`config.mk`:
```
export PLATFORM = sky130hd
export DESIGN_NAME = cordic_sincos
export DESIGN_NICKNAME = d
export VERILOG_FILES = /design/src/rtl/cordic_pkg.sv /design/src/rtl/cordic_seed.sv /design/src/rtl/cordic_stage.sv /design/src/rtl/cordic_outsat.sv /design/src/rtl/cordic_sincos.sv
export SDC_FILE = /design/constraint.sdc
export NUM_CORES = 2
export LEC_CHECK = 0
export BUFFER_PORTS_ARGS = -buffer_cell sky130_fd_sc_hd__buf_4
export CORE_MARGIN = 2
export CORE_UTILIZATION = 59
export CTS_CLUSTER_DIAMETER = 150
export DETAILED_ROUTE_END_ITERATION = 12
export MAX_ROUTING_LAYER = met4
export PLACE_DENSITY = 0.86
export SYNTH_ARGS = -nofsm -noshare
export SYNTH_HDL_FRONTEND = slang
export SYNTH_SLANG_ARGS = --single-unit
export TNS_END_PERCENT = 100
```
`constraint.sdc`:
```
create_clock -name clk -period 3.4 [get_ports clk]
set_input_delay 0.34 -clock clk [delete_from_list [all_inputs] [get_ports clk]]
set_output_delay 0.34 -clock clk [all_outputs]
set_load 0.01 [all_outputs]
```
`src/rtl/cordic_pkg.sv`:
```
package cordic_pkg;

    localparam real PI          = 3.14159265358979323846;
    // integer bits (sign included) of the degree-valued angle word
    localparam int  ANG_INT_BITS = 9;
    // extra fractional bits carried on the residual angle
    localparam int  Z_GUARD      = 4;
    // extra integer bits carried on the x / y datapath
    localparam int  XY_GUARD     = 2;

    // elementary angle atan(2^-idx) in degrees, scaled by 2^frac_bits
    function automatic longint atan_deg_code(input int idx, input int frac_bits);
        real deg;
        deg = $atan(2.0 ** (-idx)) * 180.0 / PI;
        return longint'(deg * (2.0 ** frac_bits));
    endfunction

    // 1/K for n_iter micro-rotations, scaled by 2^frac_bits
    function automatic longint inv_gain_code(input int n_iter, input int frac_bits);
        real g;
        g = 1.0;
        for (int k = 0; k < n_iter; k++) begin
            g = g / $sqrt(1.0 + 2.0 ** (-2 * k));
        end
        return longint'(g * (2.0 ** frac_bits));
    endfunction

endpackage

```
`src/rtl/cordic_seed.sv`:
```
module cordic_seed #(
    parameter int W  = 16,
    parameter int XW = 18,
    parameter int ZW = 20
) (
    input  logic [W-1:0]          angle_i,
    output logic signed [XW-1:0]  x0_o,
    output logic signed [XW-1:0]  y0_o,
    output logic signed [ZW-1:0]  z0_o
);
    import cordic_pkg::*;

    localparam int     FB     = W - 2;
    localparam int     ZPAD   = ZW - W;
    localparam longint X0_RAW = inv_gain_code(W, FB);
    localparam logic signed [XW-1:0] X0 = X0_RAW[XW-1:0];

    always_comb begin
        x0_o = X0;
        y0_o = '0;
        z0_o = {angle_i, {ZPAD{1'b0}}};
    end

endmodule

```
`src/rtl/cordic_stage.sv`:
```
module cordic_stage #(
    parameter int     XW   = 18,
    parameter int     ZW   = 20,
    parameter int     IDX  = 0,
    parameter longint ATAN = 0
) (
    input  logic                  clk,
    input  logic                  rst,
    input  logic                  vld_i,
    input  logic signed [XW-1:0]  x_i,
    input  logic signed [XW-1:0]  y_i,
    input  logic signed [ZW-1:0]  z_i,
    output logic                  vld_o,
    output logic signed [XW-1:0]  x_o,
    output logic signed [XW-1:0]  y_o,
    output logic signed [ZW-1:0]  z_o
);
    localparam logic signed [ZW-1:0] STEP = ATAN[ZW-1:0];

    typedef struct packed {
        logic                 vld;
        logic signed [XW-1:0] x;
        logic signed [XW-1:0] y;
        logic signed [ZW-1:0] z;
    } stage_t;

    stage_t               st_d, st_q;
    logic signed [XW-1:0] x_sh, y_sh;

    always_comb begin
        x_sh   = x_i >>> IDX;
        y_sh   = y_i >>> IDX;
        st_d.vld = vld_i;
        if (!z_i[ZW-1]) begin
            // residual non-negative: turn anticlockwise
            st_d.x = x_i - y_sh;
            st_d.y = y_i + x_sh;
            st_d.z = z_i - STEP;
        end else begin
            st_d.x = x_i + y_sh;
            st_d.y = y_i - x_sh;
            st_d.z = z_i + STEP;
        end
    end

    always_ff @(posedge clk) begin
        if (rst) st_q <= '0;
        else     st_q <= st_d;
    end

    assign vld_o = st_q.vld;
    assign x_o   = st_q.x;
    assign y_o   = st_q.y;
    assign z_o   = st_q.z;

endmodule

```
`src/rtl/cordic_outsat.sv`:
```
module cordic_outsat #(
    parameter int XW = 18,
    parameter int W  = 16
) (
    input  logic signed [XW-1:0] val_i,
    output logic [W-1:0]         val_o
);
    localparam logic signed [XW-1:0] HI = XW'((longint'(1) <<< (W - 1)) - 1);
    localparam logic signed [XW-1:0] LO = -XW'(longint'(1) <<< (W - 1));

    always_comb begin
        if (val_i > HI)      val_o = HI[W-1:0];
        else if (val_i < LO) val_o = LO[W-1:0];
        else                 val_o = val_i[W-1:0];
    end

endmodule

```
`src/rtl/cordic_sincos.sv`:
```
module cordic_sincos #(
    parameter int W = 16
) (
    input  logic         clk,
    input  logic         rst,
    input  logic         in_valid,
    input  logic [W-1:0] angle_i,
    output logic         out_valid,
    output logic [W-1:0] cos_o,
    output logic [W-1:0] sin_o
);
    import cordic_pkg::*;

    localparam int XW   = W + XY_GUARD;
    localparam int ZW   = W + Z_GUARD;
    localparam int ZF   = W - ANG_INT_BITS + Z_GUARD;
    localparam int NSTG = W;

    logic                 vld_s [NSTG+1];
    logic signed [XW-1:0] x_s   [NSTG+1];
    logic signed [XW-1:0] y_s   [NSTG+1];
    logic signed [ZW-1:0] z_s   [NSTG+1];

    assign vld_s[0] = in_valid;

    cordic_seed #(.W(W), .XW(XW), .ZW(ZW)) u_seed (
        .angle_i (angle_i),
        .x0_o    (x_s[0]),
        .y0_o    (y_s[0]),
        .z0_o    (z_s[0])
    );

    for (genvar g = 0; g < NSTG; g++) begin : g_stage
        cordic_stage #(
            .XW   (XW),
            .ZW   (ZW),
            .IDX  (g),
            .ATAN (atan_deg_code(g, ZF))
        ) u_stage (
            .clk   (clk),
            .rst   (rst),
            .vld_i (vld_s[g]),
            .x_i   (x_s[g]),
            .y_i   (y_s[g]),
            .z_i   (z_s[g]),
            .vld_o (vld_s[g+1]),
            .x_o   (x_s[g+1]),
            .y_o   (y_s[g+1]),
            .z_o   (z_s[g+1])
        );
    end

    cordic_outsat #(.XW(XW), .W(W)) u_sat_cos (.val_i(x_s[NSTG]), .val_o(cos_o));
    cordic_outsat #(.XW(XW), .W(W)) u_sat_sin (.val_i(y_s[NSTG]), .val_o(sin_o));

    assign out_valid = vld_s[NSTG];

endmodule

```
Word-level counts from Yosys, hierarchy flattened

Index checks and enable logic that the tools add are counted.

Add/sub/neg operators: 92
Magnitude comparators: 4
Muxes and demuxes: 20

Operator list:

| kind                                                                           | number |
|---|---|
| 56-bit two-way mux                                                             | 15 |
| 16-bit two-way mux                                                             | 4 |
| 18-bit by 14-bit adder with 18-bit output                                      | 3 |
| 18-bit by 14-bit subtractor with 18-bit output                                 | 3 |
| 20-bit by 4-bit adder with 20-bit output, second input constant                | 2 |
| 20-bit by 4-bit subtractor with 20-bit output, second input constant           | 2 |
| 38-bit two-way mux                                                             | 1 |
| 18-bit by 10-bit adder with 18-bit output                                      | 2 |
| 18-bit by 11-bit adder with 18-bit output                                      | 2 |
| 18-bit by 12-bit adder with 18-bit output                                      | 2 |
| 18-bit by 13-bit adder with 18-bit output                                      | 2 |
| 18-bit by 15-bit adder with 18-bit output                                      | 2 |
| 18-bit by 16-bit adder with 18-bit output                                      | 2 |
| 18-bit by 3-bit adder with 18-bit output                                       | 2 |
| 18-bit by 4-bit adder with 18-bit output                                       | 2 |
| 18-bit by 5-bit adder with 18-bit output                                       | 2 |
| 18-bit by 6-bit adder with 18-bit output                                       | 2 |
| 18-bit by 7-bit adder with 18-bit output                                       | 2 |
| 18-bit by 8-bit adder with 18-bit output                                       | 2 |
| 18-bit by 9-bit adder with 18-bit output                                       | 2 |
| 18-bit by 16-bit > comparator with 1-bit output, second input constant         | 2 |
| 18-bit by 16-bit less-than comparator with 1-bit output, second input constant | 2 |
| 18-bit by 10-bit subtractor with 18-bit output                                 | 2 |
| 18-bit by 11-bit subtractor with 18-bit output                                 | 2 |
| 41 further kinds                                                               | 52 |

Register bits: 888
Input port bits: 19
Output and inout port bits: 33
Logic and storage cells: 179

Depth between registers and ports, before layout

Depth in word-level cells: 3
Depth in mapped cells: 16
Gate-level depth less buffers: 16

Modules after synthesis

From an unflattened synthesis, not the netlist that was laid out.

Cells, all modules: 8795
Area total of the unflattened synthesis: 71841.4 um2

Modules (own cells, without submodules):

| module                              | times used | cells an instance | area each (um2) | seq. area each (um2) |
|---|---|---|---|---|
| cordic_stage at g_stage[1].u_stage  | 1          | 600               | 4827.1          | 1141.1 |
| cordic_stage at g_stage[2].u_stage  | 1          | 542               | 4596.9          | 1141.1 |
| cordic_stage at g_stage[0].u_stage  | 1          | 583               | 4565.6          | 1121.1 |
| cordic_stage at g_stage[6].u_stage  | 1          | 558               | 4545.6          | 1141.1 |
| cordic_stage at g_stage[9].u_stage  | 1          | 554               | 4479.3          | 1141.1 |
| cordic_stage at g_stage[12].u_stage | 1          | 551               | 4469.3          | 1141.1 |
| cordic_stage at g_stage[4].u_stage  | 1          | 553               | 4446.8          | 1141.1 |
| cordic_stage at g_stage[7].u_stage  | 1          | 532               | 4424.2          | 1141.1 |
| cordic_stage at g_stage[10].u_stage | 1          | 544               | 4406.7          | 1141.1 |
| cordic_stage at g_stage[14].u_stage | 1          | 521               | 4366.7          | 1141.1 |
| cordic_stage at g_stage[5].u_stage  | 1          | 533               | 4357.9          | 1141.1 |
| cordic_stage at g_stage[8].u_stage  | 1          | 524               | 4345.4          | 1141.1 |
| cordic_stage at g_stage[13].u_stage | 1          | 527               | 4332.9          | 1141.1 |
| cordic_stage at g_stage[11].u_stage | 1          | 515               | 4261.6          | 1141.1 |
| 4 more rows                         | -          | -                 | -               | - |

Worst setup path before layout

OpenSTA, ideal clock, no wires.

Kind: register to register
Start point: register g_stage[5].u_stage.st_q, in the netlist g_stage[5].u_stage.z_o[19]
End point: register g_stage[6].u_stage.st_q, in the netlist g_stage[6].u_stage.z_o[18]
Setup time: 121 ps
Arrival time: 3488 ps
Required time: 3279 ps
Setup slack: -209 ps
Stages on the path, launching flop included: 12
Path buffers: 2
Period minus slack after synthesis: 3609 ps
Cells stage by stage: dfxtp_1 > clkbuf_1 > clkbuf_1 > inv_1 > fa_1 > a21o_1 > a221oi_1 > a211oi_1 > a211oi_1 > o21ai_0 > a21oi_1 > mux2_2

Word-level cells in the longest chain between the ends: 1

Ends and longest elaborated chain:

| element                | line               | text |
|---|---|---|
| from (decl)            | cordic_stage.sv:27 | `stage_t st_d, st_q;` |
| from (signal assigned) | cordic_stage.sv:48 | `else st_q <= st_d;` |
| 56-bit two-way mux     | cordic_stage.sv:34 | `if (!z_i[ZW-1]) begin` |
| to (signal assigned)   | cordic_stage.sv:48 |  |
| to (decl)              | cordic_stage.sv:27 |  |

Every way passes these cells.
A chain may end at the register's enable or synchronous reset.

Worst setup path in the final report

Start point: register g_stage[9].u_stage.st_q, in the netlist g_stage[9].u_stage.x_o[13]
End point: register g_stage[10].u_stage.st_q, in the netlist g_stage[10].u_stage.y_o[17]

Word-level cells in the longest chain between the ends: 2
Elaborated cells between the ends (all ways): 3
Classes of those cells: add/sub: 2; mux: 1

Ends and longest elaborated chain:

| element                                                                                                   | line |
|---|---|
| from (decl)                                                                                               | cordic_stage.sv:27 |
| from (signal assigned)                                                                                    | cordic_stage.sv:48 |
| 18-bit by 8-bit adder with 18-bit output or 18-bit by 8-bit subtractor with 18-bit output (tied branches) | cordic_stage.sv:37, cordic_stage.sv:41 |
| 56-bit two-way mux *                                                                                      | cordic_stage.sv:34 |
| to (signal assigned)                                                                                      | cordic_stage.sv:48 |
| to (decl)                                                                                                 | cordic_stage.sv:27 |

Mark *: on every way between the ends. The rest lies on a longest branch, timed or not.

==> summary.md <==
Routing
• DR vias: 52946
• number of remaining DRC errors: 0
• count of nets left with antenna violations after detail routing: 0
• iteration-0 DRC count of the detailed router: 3836
• aggregate routed wire length: 150000 um
• DR pass1 iterations: 8
• vias per cell: 5.92
• drt wl/cell: 16.7 um

Critical path
• Req. time, crit path: 3960 ps
• arrival time of data at the critical path endpoint: 4120 ps
• delay contributed by the slowest stage of the critical path: 510 ps
• start-to-end type of the worst setup path: register to register
• CP Launch Type: register
• sum of buffers and inverters on the critical path: 3
• largest driver fanout on the critical path: 4
• most numerous cell on the critical path: sky130_fd_sc_hd__buf_4
• Critical-path top delay cell: sky130_fd_sc_hd__or4_4
• CP endpoint kind: register
• cell family with most CP delay: simple AND/OR/NAND/NOR gates
• worst-path cell chain: or3_4, or4_4, ha_4, inv_2, o21ai_2, ha_1, buf_4, buf_4, nand4_1, nor2_1, a311oi_2, o21bai_2, o41ai_2, mux2_2

Global route
• initial antenna violation count: 0
• largest net degree at the start of global routing: 154
• Total GRT Usage: 0.284
• overflow left after global routing: 0
• global-route wire length before repair: 242000 um
• number of global-route vias before repair: 51056

Clock tree
• Clock Path Buffers: 3
• total number of H-tree levels: 3
• CTS buffer count: 90
• Reg clk slew, reported paths: 60 ps
• cell at the root of the clock tree: sky130_fd_sc_hd__clkbuf_16
• worst-skew pair later-pin latency: 680 ps
• CTS tree: yes
• Clock Sink Count: 832

Placement
• routability congestion estimate: 0.980
• count of buffers inserted at the top-level ports: 51
• Cell Count Post-Placement: 8737
• Setup WS pre-CTS: -293 ps
• Post-DP HPWL: 111000 um

Logic synthesis
• Synthesized Nets: 8119
• simple-gate share of the synthesized area: 0.181
• predominant post-synthesis flop cell: sky130_fd_sc_hd__dfxtp_1
• Syn Inst Count: 7253
• fraction of the mapped netlist area in adder cells: 0.182
• sequential share of the synthesized area: 0.278
• dominant combinational cell family by area after synthesis: compound AO/OA/AOI/OAI gates
• warning count from the yosys run: 0
• Yosys reg bits: 832
• fraction of synthesis flops using an asynchronous set or reset pin: 0
• xor/xnor cell area share of the yosys netlist: 0.104
• post-synth cell types: 82
• count of flip-flops with a built-in enable after synthesis: 0
• cell area after synthesis: 60000 um2
• post-synthesis area per instance: 8.27 um2
• mux share of post-synthesis cell area: 0.0200
• complex-gate fraction of the synthesized area: 0.202

Outcome
• outcome: complete, but fails checks
• violated checks: setup timing

Layout
• commonest non-fill, non-tap cells in the layout: 1055 x sky130_fd_sc_hd__nor2_1, 820 x sky130_fd_sc_hd__dfxtp_1, 789 x sky130_fd_sc_hd__ha_1
• Synth-to-Final Area Change: 12.8%
• number of filler instances in the final layout: 7697
• leading cell type in the layout, fill and taps excluded: sky130_fd_sc_hd__nor2_1
• final std cells w/o fill: 8938
• Final nets: 8374
• share of post-route cells with drive strength above 1: 0.106

Floorplanning
• core area: 100000 um2
• IO Pins: 52
• count of standard-cell rows: 116
• Die Footprint: 104000 um2
• starting density of the core: 0.598
• height of the chip: 323 um
• horizontal die dimension: 323 um

STA
• RSZ-0062 raised after global routing: true
• minimum clock period: 3560 ps
• Final Skew: 28.9 ps
• slew margin rel.: 0.333
• total negative slack for setup checks: -306 ps
• fraction of the cycle the final worst path needs: 1.05
• transition time at the pin with the least slew margin: 999 ps
• max-slew violation count: 0
• total setup violations reported at the end of the flow: 2
• worst setup margin: -164 ps
• post-route worst hold slack: 74.3 ps
• highest attainable clock frequency: 281 MHz
• total count of hold-check failures in the final report: 0

Worst hold path
• Hold/Removal Path Class: input port to register

Flow run
• max-capacitance violation count: 0

[worst paths after layout]
path,start,end,slack (ps),cells after the start
max,g_stage[9].u_stage.x_o[13],g_stage[10].u_stage.y_o[17],-160,14
min reg2reg,g_stage[2].u_stage.z_o[2],g_stage[3].u_stage.z_o[2],430,1
max reg2reg,g_stage[9].u_stage.x_o[13],g_stage[10].u_stage.y_o[17],-160,14
min,rst,g_stage[3].u_stage.z_o[8],70,2
[logic make-up (layout without fill, tap and decap cells)]
group	Yosys count	after routing
AND/OR/NAND/NOR	2323	2323
AO/OA/AOI/OAI	1900	1900
adder cells (fa/ha/maj)	847	847
flip-flops	832	832
XOR/XNOR	713	713
buffers and inverters	527	854
multiplexers	111	111
other	0	1
[registers in the layout, summed over array words and instances, names as in the netlist]
| name | count |
|---|---|
| g_stage.u_stage.x_o | 269 |
| g_stage.u_stage.vld_o | 16 |
| g_stage.u_stage.z_o | 274 |
| g_stage.u_stage.y_o | 273 |
[layer usage]
metal | GRT usage | routed length, um | vias to the layer above | part of all wire
met4 | 0.103 | 5790 | 0 | 0.039
met2 | 0.479 | 71100 | 1467 | 0.48
met5 | - | 0 | - | 0
met3 | 0.0337 | 7560 | 365 | 0.051
li1 | - | - | 26245 | -
met1 | 0.348 | 65000 | 24869 | 0.43
[stage by stage]
step                 util  instance area (um2)
floorplan               -                60000
global placement    0.633                63500
detailed placement  0.633                63500
CTS                 0.665                66800
global route        0.674                67700
finish              0.674                67700
[cell type report]
cell class / instances / area, um2 / share of cell area
antenna: 1 / 2.50 / 0.0000370
clock buffer: 127 / 2590 / 0.0383
clock inverter: 37 / 399 / 0.00590
inverter: 336 / 1280 / 0.0189
multi-input combinational: 5894 / 42200 / 0.623
sequential: 832 / 16700 / 0.246
tap: 1357 / 1700 / 0.0251
timing repair buffer: 354 / 2840 / 0.0420
[synthesized netlist by cell type, types with 19 or more instances]
cell,count,area share
sky130_fd_sc_hd__nand2b_1,100,0.010
sky130_fd_sc_hd__clkbuf_1,171,0.011
sky130_fd_sc_hd__dfxtp_1,832,0.28
sky130_fd_sc_hd__o21bai_1,73,0.0091
sky130_fd_sc_hd__nor4_1,59,0.0062
sky130_fd_sc_hd__xnor2_1,397,0.058
sky130_fd_sc_hd__a31o_2,46,0.0067
sky130_fd_sc_hd__nand4_1,52,0.0054
sky130_fd_sc_hd__and2_1,47,0.0049
sky130_fd_sc_hd__buf_1,19,0.0012
sky130_fd_sc_hd__inv_1,334,0.021
sky130_fd_sc_hd__a21boi_0,21,0.0026
sky130_fd_sc_hd__ha_1,801,0.17
sky130_fd_sc_hd__a31oi_1,103,0.011
sky130_fd_sc_hd__o21a_1,107,0.013
sky130_fd_sc_hd__nor2_1,1062,0.066
sky130_fd_sc_hd__or3_1,34,0.0035
sky130_fd_sc_hd__a211oi_1,77,0.0096
sky130_fd_sc_hd__fa_1,46,0.015
sky130_fd_sc_hd__o21ai_0,369,0.031
sky130_fd_sc_hd__nor3_1,179,0.015
sky130_fd_sc_hd__o31ai_1,31,0.0039
sky130_fd_sc_hd__mux2_2,70,0.013
sky130_fd_sc_hd__a21o_1,286,0.036
sky130_fd_sc_hd__and3_1,47,0.0049
sky130_fd_sc_hd__xor2_1,316,0.046
sky130_fd_sc_hd__a311oi_1,19,0.0028
sky130_fd_sc_hd__or4_1,21,0.0026
sky130_fd_sc_hd__nand3_1,97,0.0081
sky130_fd_sc_hd__a21oi_1,575,0.048
sky130_fd_sc_hd__nand2_1,353,0.022
sky130_fd_sc_hd__mux2i_1,40,0.0067
sky130_fd_sc_hd__nor2b_1,183,0.019
[timing repair]
action                                  4_1_cts  5_1_grt
pin swaps                                    17       41
setup buffers                                 4       21
hold endpoints to repair                     11        0
hold buffers                                 11        0
resized for setup                            27      177
endpoints found under the setup margin       18       83
Power is not shown: default switching activity piles up to over one toggle a cycle in this logic, so the estimate is an artifact.
